==> config.mk <==
export PLATFORM = sky130hd
export DESIGN_NAME = ras_predictor
export DESIGN_NICKNAME = d
export VERILOG_FILES = /design/src/rtl/ras_pkg.sv /design/src/rtl/ras_stack.sv /design/src/rtl/ras_ret_table.sv /design/src/rtl/ras_predictor.sv
export SDC_FILE = /design/constraint.sdc
export NUM_CORES = 1
export LEC_CHECK = 0
export BUFFER_PORTS_ARGS = -buffer_cell sky130_fd_sc_hd__buf_2
export CAP_MARGIN = 15
export CORE_ASPECT_RATIO = 0.5
export CORE_MARGIN = 1
export CORE_UTILIZATION = 50
export CTS_CLUSTER_DIAMETER = 60
export DETAILED_ROUTE_END_ITERATION = 6
export PLACE_DENSITY = 0.71
export SLEW_MARGIN = 0
export SYNTH_ARGS = -nofsm -noshare
export SYNTH_HDL_FRONTEND = slang
export SYNTH_SLANG_ARGS = --single-unit
==> constraint.sdc <==
create_clock -name clk -period 3.95 [get_ports clk]
set_input_delay 0.5925 -clock clk [delete_from_list [all_inputs] [get_ports clk]]
set_output_delay 0.5925 -clock clk [all_outputs]
set_load 0.03 [all_outputs]
==> src/rtl/ras_pkg.sv <==
// Package ras_pkg: shared types and helpers for the return address stack.
// Assumes instructions are 4 bytes long, so the return address is PC + 4.
package ras_pkg;

    // Stack operation chosen for one cycle
    typedef enum logic [1:0] {
        STK_IDLE = 2'd0,
        STK_PUSH = 2'd1,
        STK_POP  = 2'd2,
        STK_SWAP = 2'd3
    } stk_op_e;

    // Map the raw call/return strobes and emptiness to an operation
    function automatic stk_op_e decode_op(input logic push, input logic pop,
                                          input logic empty);
        stk_op_e op;
        if (push && pop && !empty)
            op = STK_SWAP;
        else if (push)
            op = STK_PUSH;
        else if (pop && !empty)
            op = STK_POP;
        else
            op = STK_IDLE;
        return op;
    endfunction

endpackage

==> src/rtl/ras_stack.sv <==
// Module ras_stack: circular storage for return addresses.
// A push writes at the free slot and moves the top pointer up, wrapping
// modulo DEPTH, so overflow overwrites the oldest record. The count
// saturates at DEPTH. A pop moves the pointer down and the count never
// goes below zero. A swap rewrites the current top in place.
// Assumes the operation arrives already decoded (see ras_pkg::decode_op).
module ras_stack
    import ras_pkg::*;
#(
    parameter int ADDR_W = 32,
    parameter int DEPTH  = 8
) (
    input  logic                            clk,
    input  logic                            rst_n,
    input  stk_op_e                         op_i,
    input  logic [ADDR_W-1:0]               wdata_i,
    output logic [ADDR_W-1:0]               top_o,
    output logic [$clog2(DEPTH+1)-1:0]      count_o
);
    localparam int PTR_W = (DEPTH > 1) ? $clog2(DEPTH) : 1;
    localparam int CNT_W = $clog2(DEPTH + 1);
    localparam logic [PTR_W-1:0] LAST_PTR = PTR_W'(DEPTH - 1);
    localparam logic [CNT_W-1:0] FULL_CNT = CNT_W'(DEPTH);

    logic [ADDR_W-1:0] mem_q [DEPTH];
    logic [PTR_W-1:0]  free_q;
    logic [PTR_W-1:0]  top_idx;
    logic [PTR_W-1:0]  free_up;
    logic [CNT_W-1:0]  cnt_q;

    // Index of the newest entry: one below the free slot, wrapping
    always_comb begin
        top_idx = (free_q == '0) ? LAST_PTR : free_q - PTR_W'(1);
    end

    // Next free slot after a push, wrapping at the depth
    always_comb begin
        free_up = (free_q == LAST_PTR) ? '0 : free_q + PTR_W'(1);
    end

    // Pointer and occupancy update
    always_ff @(posedge clk) begin
        if (!rst_n) begin
            free_q <= '0;
            cnt_q  <= '0;
        end else begin
            case (op_i)
                STK_PUSH: begin
                    free_q <= free_up;
                    if (cnt_q != FULL_CNT)
                        cnt_q <= cnt_q + CNT_W'(1);
                end
                STK_POP: begin
                    free_q <= top_idx;
                    cnt_q  <= cnt_q - CNT_W'(1);
                end
                default: begin
                    free_q <= free_q;
                    cnt_q  <= cnt_q;
                end
            endcase
        end
    end

    // Entry storage, one generated register per slot
    for (genvar g = 0; g < DEPTH; g++) begin : g_slot
        always_ff @(posedge clk) begin
            if (!rst_n) begin
                mem_q[g] <= '0;
            end else if (op_i == STK_PUSH && free_q == PTR_W'(g)) begin
                mem_q[g] <= wdata_i;
            end else if (op_i == STK_SWAP && top_idx == PTR_W'(g)) begin
                mem_q[g] <= wdata_i;
            end
        end
    end

    // Present the newest entry and the occupancy
    always_comb begin
        top_o   = mem_q[top_idx];
        count_o = cnt_q;
    end

endmodule

==> src/rtl/ras_ret_table.sv <==
// Module ras_ret_table: one bit per PC-indexed entry that marks returns.
// The index is taken from PC bits [IDX_W+1:2]. The byte offset within a
// word and all higher PC bits are ignored, so aliasing PCs share a bit.
// A training write only changes a bit that disagrees with the outcome.
// Assumes one lookup and one training write per cycle.
module ras_ret_table #(
    parameter int ADDR_W = 32,
    parameter int IDX_W  = 6
) (
    input  logic              clk,
    input  logic              rst_n,
    input  logic [ADDR_W-1:0] rd_pc_i,
    output logic              rd_bit_o,
    input  logic              wr_en_i,
    input  logic [ADDR_W-1:0] wr_pc_i,
    input  logic              wr_bit_i
);
    localparam int ENTRIES = 1 << IDX_W;

    logic [ENTRIES-1:0] bits_q;
    logic [IDX_W-1:0]   rd_idx;
    logic [IDX_W-1:0]   wr_idx;
    logic               wrong;

    // Extract the word index of both ports
    always_comb begin
        rd_idx = rd_pc_i[IDX_W+1:2];
        wr_idx = wr_pc_i[IDX_W+1:2];
    end

    // Detect a stored bit that disagrees with the trained outcome
    always_comb begin
        wrong = wr_en_i && (bits_q[wr_idx] != wr_bit_i);
    end

    // Correct the table entry when the prediction was wrong
    always_ff @(posedge clk) begin
        if (!rst_n) begin
            bits_q <= '0;
        end else if (wrong) begin
            bits_q[wr_idx] <= wr_bit_i;
        end
    end

    // Read the stored prediction for the lookup PC
    always_comb begin
        rd_bit_o = bits_q[rd_idx];
    end

endmodule

==> src/rtl/ras_predictor.sv <==
// Module ras_predictor: top of the return address predictor.
// Combines the circular stack (call/return targets) with the learned
// return-detect table. A pop prediction is combinational from the current
// top of stack and is always marked taken when valid.
// Assumes push_i/pop_i come from a decoder outside this block.
module ras_predictor
    import ras_pkg::*;
#(
    parameter int ADDR_W = 32,
    parameter int DEPTH  = 8,
    parameter int IDX_W  = 6
) (
    input  logic                       clk,
    input  logic                       rst_n,
    input  logic                       push_i,
    input  logic [ADDR_W-1:0]          push_pc_i,
    input  logic                       pop_i,
    output logic                       pred_valid_o,
    output logic                       pred_taken_o,
    output logic [ADDR_W-1:0]          pred_target_o,
    output logic [$clog2(DEPTH+1)-1:0] count_o,
    input  logic [ADDR_W-1:0]          lookup_pc_i,
    output logic                       is_ret_o,
    input  logic                       train_i,
    input  logic [ADDR_W-1:0]          train_pc_i,
    input  logic                       train_is_ret_i
);
    localparam int CNT_W = $clog2(DEPTH + 1);
    localparam logic [ADDR_W-1:0] INSN_BYTES = ADDR_W'(4);

    stk_op_e           op;
    logic [ADDR_W-1:0] ret_addr;
    logic [ADDR_W-1:0] top;
    logic [CNT_W-1:0]  cnt;
    logic              empty;

    // Return address of the call being pushed
    always_comb begin
        ret_addr = push_pc_i + INSN_BYTES;
    end

    // Choose this cycle's stack operation
    always_comb begin
        empty = (cnt == '0);
        op    = decode_op(push_i, pop_i, empty);
    end

    ras_stack #(
        .ADDR_W (ADDR_W),
        .DEPTH  (DEPTH)
    ) stack_i (
        .clk     (clk),
        .rst_n   (rst_n),
        .op_i    (op),
        .wdata_i (ret_addr),
        .top_o   (top),
        .count_o (cnt)
    );

    ras_ret_table #(
        .ADDR_W (ADDR_W),
        .IDX_W  (IDX_W)
    ) table_i (
        .clk      (clk),
        .rst_n    (rst_n),
        .rd_pc_i  (lookup_pc_i),
        .rd_bit_o (is_ret_o),
        .wr_en_i  (train_i),
        .wr_pc_i  (train_pc_i),
        .wr_bit_i (train_is_ret_i)
    );

    // Drive the prediction from the top of stack on a non-empty pop
    always_comb begin
        pred_valid_o  = pop_i && !empty;
        pred_taken_o  = pred_valid_o;
        pred_target_o = pred_valid_o ? top : '0;
        count_o       = cnt;
    end

endmodule

======== After elaboration in Yosys (flattened, before gate mapping) ========
Memories as Yosys holds them, arrays and structs flattened.
Cells that the tools add are included.
storage, ports and cells
  register bits after elaboration ......... 71
  memory bits (writable) .................. 256
  input bits .............................. 102
  output and inout port bits .............. 39
  logic and storage cells ................. 164
  memories kept ........................... 1
memory list
  memory         words  bits a word  rd ports  clocked after Yosys merged registers in  write ports  RTL line         source
  stack_i.mem_q  8      32           1         0                                        8            ras_stack.sv:25  logic [ADDR_W-1:0] mem_q [DEPTH];
cells by class
  add/sub/neg operators ................... 5
  $lt $le $gt $ge ......................... 3
  equal/unequal tests ..................... 20
  multiplexer cells ....................... 89
  bitwise operators ....................... 16
  reductions and logical operators ........ 27
operators with widths
  kind                   number
  $mux 32                17
  $bwmux 64              1
  $mux 1                 60
  $add 32x3->32 const B  1
  $eq 3x3->1 const B     8
  $logic_and 1x1->1      21
  $or 1x1->1             16
  $lt 6x7->1 const B     2
  $bmux 1 s6             2
  $eq 3x2->1 const B     4
  $pmux 4 s2             1
  $demux 1 s6            1
  $eq 3x1->1 const B     2
  $ge 6x1->1 const B     1
  $logic_not 3->1        2
  $mux 2                 3
  $mux 3                 2
  $pmux 3 s2             1
  $add 4x1->4 const B    1
  $eq 2x2->1 const B     2
  $logic_not 4->1        1
  $mux 4                 1
  $ne 4x4->1 const B     1
  $sub 4x1->4 const B    1
  8 further kinds        8

======== Longest topological paths before layout ========
Gate-level depths: netlist of run 1.
  depth after elaboration ................. 13
  depth in mapped cells ................... 12
  depth with buffers taken out ............ 8

======== Modules after synthesis ========
From an unflattened synthesis of run 1, not the netlist that was laid out.
unflattened totals
  cells, all modules ...................... 1417
  area, all modules ....................... 17056.4 µm²
modules (own cells, without submodules)
  module         instances  cells an instance  area an instance (µm²)  seq. area each (µm²)
  ras_stack      1          783                11792.6                 7827.5
  ras_ret_table  1          502                4401.7                  1281.2
  ras_predictor  1          132                862.1                   0.0

======== Worst setup path before layout of run 1 ========
No wires, ideal clock.
  path type ............................... register -> register
  from .................................... register stack_i.free_q[0]
  to ...................................... memory stack_i.mem_q[3][0], enable pin
  library setup time ...................... 466 ps
  arrival ................................. 3843 ps
  required time ........................... 3484 ps
  path slack .............................. -358 ps
  cell stages (with the launch flop) ...... 9
  buffers on the path ..................... 1
  period minus slack after synthesis ...... 4308 ps
  cells stage by stage .................... dfxtp_1 inv_1 ha_1 nor3_1 a21oi_1 buf_2 nor3_1 a21oi_1 o21ai_0
RTL lines
  what                    RTL line         source
  from (decl)             ras_stack.sv:26  logic [PTR_W-1:0] free_q;
  from (signal assigned)  ras_stack.sv:49  free_q <= free_up;
  from (signal assigned)  ras_stack.sv:54  free_q <= top_idx;
  from (signal assigned)  ras_stack.sv:58  free_q <= free_q;
  to (decl)               ras_stack.sv:25

======== Worst setup path after layout of run 1 ========
  from .................................... register stack_i.free_q[0]
  to ...................................... output pred_target_o[8]
on the way
  cells in the longest elaborated chain, start to end .. 4
  elaborated cells on any way between the ends .. 5
  classes of those cells .................. add/sub (1); mux (2); reduce/logical (1); memory (1)
RTL lines
  what                                            RTL line             source
  $sub 3x1->3 or $logic_not 3->1 (tied branches)  ras_stack.sv:33      top_idx = (free_q == '0) ? LAST_PTR : free_q - PTR_W'(1);
  $mux 3 (*)                                      ras_stack.sv:33
  $mem_v2 8x32 (*)                                n/a
  $mux 32 (*)                                     ras_predictor.sv:77  pred_target_o = pred_valid_o ? top : '0;
  to (decl)                                       ras_predictor.sv:20  output logic [ADDR_W-1:0] pred_target_o,
Mark *: on every way between the ends. The rest lies on a longest branch, timed or not.

==> results of run 1 <==
## layout by cell type, fill, tap and decap left out, types with 25 or more instances in the layout
cell	synthesis	layout
o211ai_1	72	72
clkbuf_16	0	29
dfxtp_1	71	71
a21boi_1	30	30
edfxtp_1	256	256
nor2_1	330	329
and3_1	66	66
nand2_1	184	183
a21boi_0	30	30
o21ai_0	66	64
buf_2	17	88
buf_4	7	36
nand3_1	66	66
mux4_2	58	58
o2111a_1	26	26
a21oi_1	26	25
## cell usage after synthesis, types with 30 or more instances
cell type / number
dfxtp_1: 71
o211ai_1: 72
a21boi_1: 30
edfxtp_1: 256
o21ai_0: 66
a21boi_0: 30
nand2_1: 184
and3_1: 66
mux4_2: 58
nor2_1: 330
clkbuf_1: 105
nand3_1: 66
## layer usage
layer / routed length, um / vias to the layer above
met5: 0 / -
met4: 1200 / 0
met3: 4000 / 109
met2: 23500 / 685
met1: 18300 / 6575
li1: - / 5884
## worst max-delay path by stage
stage	end	slack [ns]	cells after the start
floorplan	stack_i.mem_q[0][0]	0.15	5
global placement	is_ret_o	0.55	5
detailed placement	is_ret_o	0.53	5
CTS	pred_target_o[3]	0.06	8
global route	pred_target_o[20]	0.01	8
finish	pred_target_o[8]	0.16	8
## cell type report
type	instances	area, um2
inverter	13	48.8
clock inverter	19	210
multi-input combinational	1117	7210
sequential	327	9110
tap	432	541
clock buffer	34	744
timing repair buffer	138	982
fill	2663	13500
## power by group
group          total, mW  switching, mW  internal (mW)  leakage, nW
Clock               2.94           1.33           1.62        0.461
Sequential          4.29          0.157           4.14         3.24
Combinational       3.43           2.28           1.15         3.32
Total               10.7           3.76           6.91         7.02
## through the flow
step	total power, mW	hold WS [ns]	util [%]
after global placement	7.63	0.483	55.3
after global routing	11.1	0.407	58.3
after CTS	10.6	0.383	58.2
final	10.7	0.395	58.3
after floorplan	6.55	0.458	-
after detailed placement	7.74	0.498	55.3
## logic make-up after synthesis
kind of cell               after synthesis
AOI/OAI and AO/OA                      295
and+or+nand+nor                        708
buffers and inverters                  153
xor gates and xnor gates                32
DFF                                    327
muxes                                   73
adders and majority gates                9
## flip-flops by register name (all words and copies together), names as in the netlist
name	cells
stack_i.count_o	4
stack_i.free_q	3
stack_i.mem_q	256
table_i.bits_q	64
==> metrics.md, run 1 <==
| Metric | Value |
|---|---|
| Number of max-cap violations | 0 |
| Worst EP required | 3.36 ns |
| Yosys warning total | 0 |
| Cells after Synth | 1,597 |
| Failing checks | design-rule violations |
| WP buf/inv | 3 |
| Hold depth | 2 |
| Simple-gate share of the synthesized area | 18.2% |
| Pre-CTS WS | 0.529 ns |
| Slew headroom | 37.5% |
| Post-DRT Antenna Nets | 0 |
| Buffers added on ports | 88 |
| Vias in the first global route | 13.0k |
| Layout cells sized above 1 | 15.8% |
| Pwr Density | 566 mW/mm2 |
| Unrepaired setup endpoints after global routing | false |
| Final Max Tran Viols | 0 |
| CP arrival | 3.20 ns |
| Cell area after synthesis | 0.0168 mm2 |
| FMAX | 0.264 GHz |
| XOR/XNOR share of the synthesized area | 1.67% |
| Die Footprint | 0.0343 mm2 |
| Worst r2r src | stack_i.free_q[1] |
| Pre-antenna DRT Iters | 7 |
| Hold Path End | stack_i.mem_q[3][2] |
| Tcrit/Tclk final | 96.1% |
| Post-Syn Nets | 1,708 |
| Synth async-reset ratio | 0% |
| Number of synthesized flops with an enable pin | 256 |
| Clk_lat worst skew | 0.59 ns |
| Grt met1 use | 35.9% |
| Die Height | 132 um |
| Post-route cell area | 0.0188 mm2 |
| Mux cell area share after synthesis | 8.69% |
| Worst-Margin Slew | 0.938 ns |
| Core area | 0.0323 mm2 |
| Initial antenna violation count | 0 |
| Count of cell types in the netlist | 54 |
| Global-route wire length before repair | 72,800 um |
| CP max stage cell | mux4_2 |
| CTS tree | yes |
| Gr ovfl total | 0 |
| Final cell count without fillers | 2,080 |
| Hold Vio Cnt, Final | 0 |
| Met3 Resource Use GR | 3.88% |
| GR peak layer | met2 |
| Row cnt | 46 |
| Top FF cell, synth | edfxtp_1 |
| Routability cong. | 0.847 |
| Routed vias | 13.3k |
| Crit path time final | 3.79 ns |
| All-Layer GR Usage | 27.3% |
| Register area share after synthesis | 54.3% |
| Starting Density | 51.8% |
| Avg WL per Cell | 22.6 um |
| Clk_skew | 0.00822 ns |
| H-tree Lvls | 1 |
| Crit Path Max Fanout | 33 |
| Post_cts resized | 0 |
| Placed Instances | 2,027 |
| Setup crit end kind | output port |
| DP Area | 0.0179 mm2 |
| Die X | 261 um |
| DRT Wirelength | 47,000 um |
| Via/cell ratio | 6.37 |
| Leak | 7.02 nW |
| Crit Path Class | reg2out |
| Final setup viols | 0 |
| Pin count of the biggest net entering global routing | 89 |
| Maximum vdd ir drop | 0.338 mV |
| GR Util met2 | 46.6% |
| Worst Hold Class | in2reg |
| Yosys top cell by area | edfxtp_1 |
| Setup bufs post-CTS | 0 |
| HPWL after DPL | 27,300 um |
| CP top delay family | buffers and inverters |
| Max clock buf depth | 3 |
| TNS Setup | 0 ns |
| DRC violation count after routing | 4 |
| Hold path start | push_pc_i[2] |
| Critical path launch point | stack_i.free_q[0] |
| Num CTS Buffers | 29 |
| Worst path cell trace | inv_1 -> ha_1 -> nor3_1 -> a21oi_4 -> buf_12 -> mux4_2 -> o2111a_1 -> buf_2 |
| I/O pins | 141 |
| Root buffer cell | clkbuf_16 |
| Compound-Gate Fraction of Synth Area | 12.6% |
| Final worst slack | 0.155 ns |
| Status | finished, violations left |
| Avg Inst Size Synth | 10.5 um2 |
| Worst setup SP type | register |
| Adder-Cell Fraction of Synth Area | 0.671% |
| Register bit total from synthesis | 327 |
| Total number of clock tree sinks | 327 |
| # diodes | 0 |
| CTS clock-pin slew for the worst setup and hold paths | 0.07 ns |
| FF-to-FF path depth | 8 |
| Largest family of logic cells by synthesized area | simple AND/OR/NAND/NOR gates |
| Worst R2R End | stack_i.mem_q[0][23] |
| Share of the synthesized area in the top cell type | 45.8% |
| Area Growth Syn to Fin | 12.4% |
| Top cells by area, synth | edfxtp_1 (46%), dfxtp_1 (8.5%), mux4_2 (7.8%) |
| Worst R2R Setup Slack | 0.63 ns |
| Fin nets | 1,737 |
| Hold_buf cts | 0 |
| CP max stage delay | 0.53 ns |
| DRT iter0 DRCs | 1,652 |
Power figures use the tool's default switching activity.
==> inputs of run 2 (changes only) <==
--- a/config.mk
+++ b/config.mk
@@ -5,6 +5,7 @@
 export SDC_FILE = /design/constraint.sdc
 export NUM_CORES = 1
 export LEC_CHECK = 0
+export ABC_AREA = 1
 export BUFFER_PORTS_ARGS = -buffer_cell sky130_fd_sc_hd__buf_2
 export CAP_MARGIN = 15
 export CORE_ASPECT_RATIO = 0.5
==> metrics.md, run 2 <==
| Metric | Value |
|---|---|
| Status | completed |
| Post-route cell area | 0.0189 mm2 (+0.20%) |
| GR Util met2 | 47.7% (+1.1 points) |
| Post-DRT Antenna Nets | 0 (unchanged) |
| Unrepaired setup endpoints after global routing | false |
| Fin nets | 2,148 (+24%) |
| Max clock buf depth | 3 (unchanged) |
| Yosys top cell by area | edfxtp_1 |
| Hold depth | 2 (unchanged) |
| DRT iter0 DRCs | 1,839 (+11%) |
| Number of synthesized flops with an enable pin | 256 (unchanged) |
| CP max stage delay | 0.79 ns (+0.26 ns) |
| Commonest non-fill, non-tap cell in the layout | nand2_1 |
| Worst R2R End | stack_i.mem_q[3][10] |
| Top FF cell, synth | edfxtp_1 |
| I/O pins | 141 (unchanged) |
| Maximum vdd ir drop | 0.374 mV (+11%) |
| Vias in the first global route | 13.8k (+6.0%) |
| Area occupied by multi-input gates | 0.00662 mm2 (-8.3%) |
| Area Growth Syn to Fin | 9.94% |
| Clk_skew | 0.0473 ns (+0.0391 ns) |
| Register area share after synthesis | 53.0% (-1.3 points) |
| Final worst slack | 0.230 ns (+0.0750 ns) |
| Gr ovfl total | 0 (unchanged) |
| All-Layer GR Usage | 28.6% (+1.3 points) |
| Worst R2R Setup Slack | 0.39 ns (-0.24 ns) |
| Most flop-heavy register | stack_i.mem_q |
| Yosys warning total | 0 (unchanged) |
| Most frequent cells in the layout | nand2_1 (340), nor2_1 (278), edfxtp_1 (256), inv_1 (205), nand4_1 (138) |
| Worst path cell trace | inv_1 -> ha_1 -> inv_1 -> o21ai_2 -> buf_4 -> o21ai_0 -> and3_1 -> buf_2 |
| Largest register FFs | 256 (unchanged) |
| Row cnt | 47 (+2.2%) |
| Pin count of the biggest net entering global routing | 129 (+45%) |
| DP Area | 0.0180 mm2 (+0.43%) |
| Top cells by area, synth | edfxtp_1 (45%), dfxtp_1 (8.3%), nand2_1 (7.5%) |
| Via/cell ratio | 5.96 (-6.5%) |
| Crit Path Class | reg2out |
| Die X | 264 um (+1.2%) |
| Setup crit end kind | output port |
| Hold WS | 0.395 ns (-0.000237 ns) |
| Avg WL per Cell | 20.2 um (-10%) |
| Routability cong. | 0.929 (+9.6%) |
| Final setup viols | 0 (unchanged) |
| Worst r2r src | stack_i.free_q[0] |
| Cells after Synth | 2,002 (+25%) |
| Share of the synthesized area in the top cell type | 44.8% (-1.1 points) |
| Num CTS Buffers | 30 (+3.4%) |
| Slew headroom | 30.4% (-7.1 points) |
| Placed Instances | 2,445 (+21%) |
| Cell area after synthesis | 0.0172 mm2 (+2.4%) |
| Post-Syn Nets | 2,113 (+24%) |
| Number of max-cap violations | 0 (unchanged) |
| Starting Density | 51.3% (-0.51 points) |
| Fill cells | 3,011 (+13%) |
| FF+latch area | 0.00911 mm2 (unchanged) |
| Clk_lat worst skew | 0.61 ns (+0.02 ns) |
| Worst-Margin Slew | 1.04 ns (+0.106 ns) |
| Worst path depth | 8 (unchanged) |
| Post_cts resized | 0 (unchanged) |
| Most common cell on crit path | inv_1 |
| Final cell count without fillers | 2,505 (+20%) |
| Count of cell types in the netlist | 45 (-17%) |
| Final Max Tran Viols | 0 (unchanged) |
| Met3 Resource Use GR | 3.91% (+0.031 points) |
| Pre-CTS WS | 0.518 ns (-0.0105 ns) |
| H-tree Lvls | 1 (unchanged) |
| CP top delay family | compound AO/OA/AOI/OAI gates |
| Tcrit/Tclk final | 94.2% (-1.9 points) |
| Register bit total from synthesis | 327 (unchanged) |
| Avg Inst Size Synth | 8.58 um2 (-18%) |
| WP buf/inv | 4 (+1) |
| Most frequent cell after synthesis | nand2_1 |
| Worst Hold Class | in2reg |
| Global-route wire length before repair | 78,200 um (+7.5%) |
| GR peak layer | met2 |
| Initial antenna violation count | 4 (+4) |
| Pwr Density | 502 mW/mm2 (-11%) |
| Root buffer cell | clkbuf_16 |
| Pre-antenna DRT Iters | 6 (-1) |
| Grt met1 use | 38.9% (+3.0 points) |
| Worst setup endpoint | pred_target_o[14] |
| Worst EP required | 3.36 ns (about the same) |
| Synth async-reset ratio | 0% (unchanged) |
| Critical path launch point | stack_i.free_q[0] |
| Routed vias | 14.9k (+13%) |
| Worst setup SP type | register |
| DRT Wirelength | 50,700 um (+7.8%) |
| CTS tree | yes |
| FMAX | 0.269 GHz (+2.0%) |
| Die Height | 133 um (+1.2%) |
| DRC violation count after routing | 0 (-4) |
| Setup bufs post-CTS | 0 (unchanged) |
| CTS clock-pin slew for the worst setup and hold paths | 0.07 ns (about the same) |
| FF-to-FF path depth | 11 (+3) |
| Hold Vio Cnt, Final | 0 (unchanged) |
| Crit Path Max Fanout | 20 (-39%) |
| Hold_buf cts | 0 (unchanged) |
| TNS Setup | 0 ns (unchanged) |
| CP arrival | 3.13 ns (-0.07 ns) |
| Die Footprint | 0.0351 mm2 (+2.4%) |
| Crit path time final | 3.72 ns (-0.0750 ns) |
| Top post-synthesis cells by count | nand2_1 (341), nor2_1 (278), edfxtp_1 (256) |
| Total number of clock tree sinks | 327 (unchanged) |
| CP max stage cell | o21ai_2 |
| Leak | 7.85 nW (+12%) |
| Core area | 0.0335 mm2 (+3.4%) |
| HPWL after DPL | 29,300 um (+7.4%) |
| Layout cells sized above 1 | 13.0% (-2.8 points) |
| Buffers added on ports | 88 (unchanged) |
==> run 2: area by class of cell <==
class | instances | share of cell area [%]
flip-flops and latches | 327 | 48.2
multi-input cells | 1326 | 35.0
inverters | 227 | 4.53
repair buffers | 125 | 4.52
clock buffers | 36 | 4.09
well taps | 441 | 2.92
clock inverters | 19 | 0.616
diodes | 4 | 0.0530
==> run 2: kinds of logic (layout without fill, tap and decap cells) <==
| family | Yosys count | count (layout) | synth area share (%) |
|---|---|---|---|
| simple gates | 960 | 960 | 25.8 |
| compound gates | 336 | 336 | 10.9 |
| xor+xnor | 21 | 21 | 1.07 |
| buf+inv | 349 | 407 | 8.52 |
| flops | 327 | 327 | 53.0 |
| other cells | 0 | 4 | 0 |
| fa+ha+maj | 9 | 9 | 0.656 |
==> run 2: metrics by stage <==
step	total power [mW]	util [%]
2_1_floorplan	5.91	-
3_3_place_gp	6.72	53.7
5_1_grt	9.84	56.4
3_5_place_dp	6.76	53.7
6_report	9.48	56.4
4_1_cts	9.46	56.3
==> run 2: how the worst min path moves through the flow <==
stage	slack (ns)	end	start
2_1_floorplan	0.44	table_i.bits_q[10]	table_i.bits_q[10]
3_3_place_gp	0.45	table_i.bits_q[29]	table_i.bits_q[29]
3_5_place_dp	0.45	table_i.bits_q[6]	table_i.bits_q[6]
4_1_cts	0.36	stack_i.mem_q[5][2]	push_pc_i[2]
5_1_grt	0.38	stack_i.mem_q[1][2]	push_pc_i[2]
6_report	0.39	stack_i.mem_q[5][2]	push_pc_i[2]
==> run 2: worst reg2reg max path, cell delays in order (launching register included) <==
cell and delay (ns):
dfxtp_1 0.36, inv_1 0.16, ha_1 0.19, inv_1 0.05, o21ai_2 0.79, inv_1 0.14, buf_4 0.28, nor2_1 0.23
nand2_1 0.14, nand2_2 0.33, inv_1 0.49, nor2_1 0.27
==> run 2: report_power, final <==
group / internal, mW / total, mW / switching [mW]
combinational: 0.793 / 2.63 / 1.84
clock: 1.40 / 2.74 / 1.34
sequential: 4.02 / 4.10 / 0.0852
total: 6.21 / 9.48 / 3.26
==> run 2: layer usage <==
metal  wire length (um)  share of wire, %
met3               4700               9.3
met2              24000                47
met5                  0                 0
met4               1490               2.9
met1              20500                40
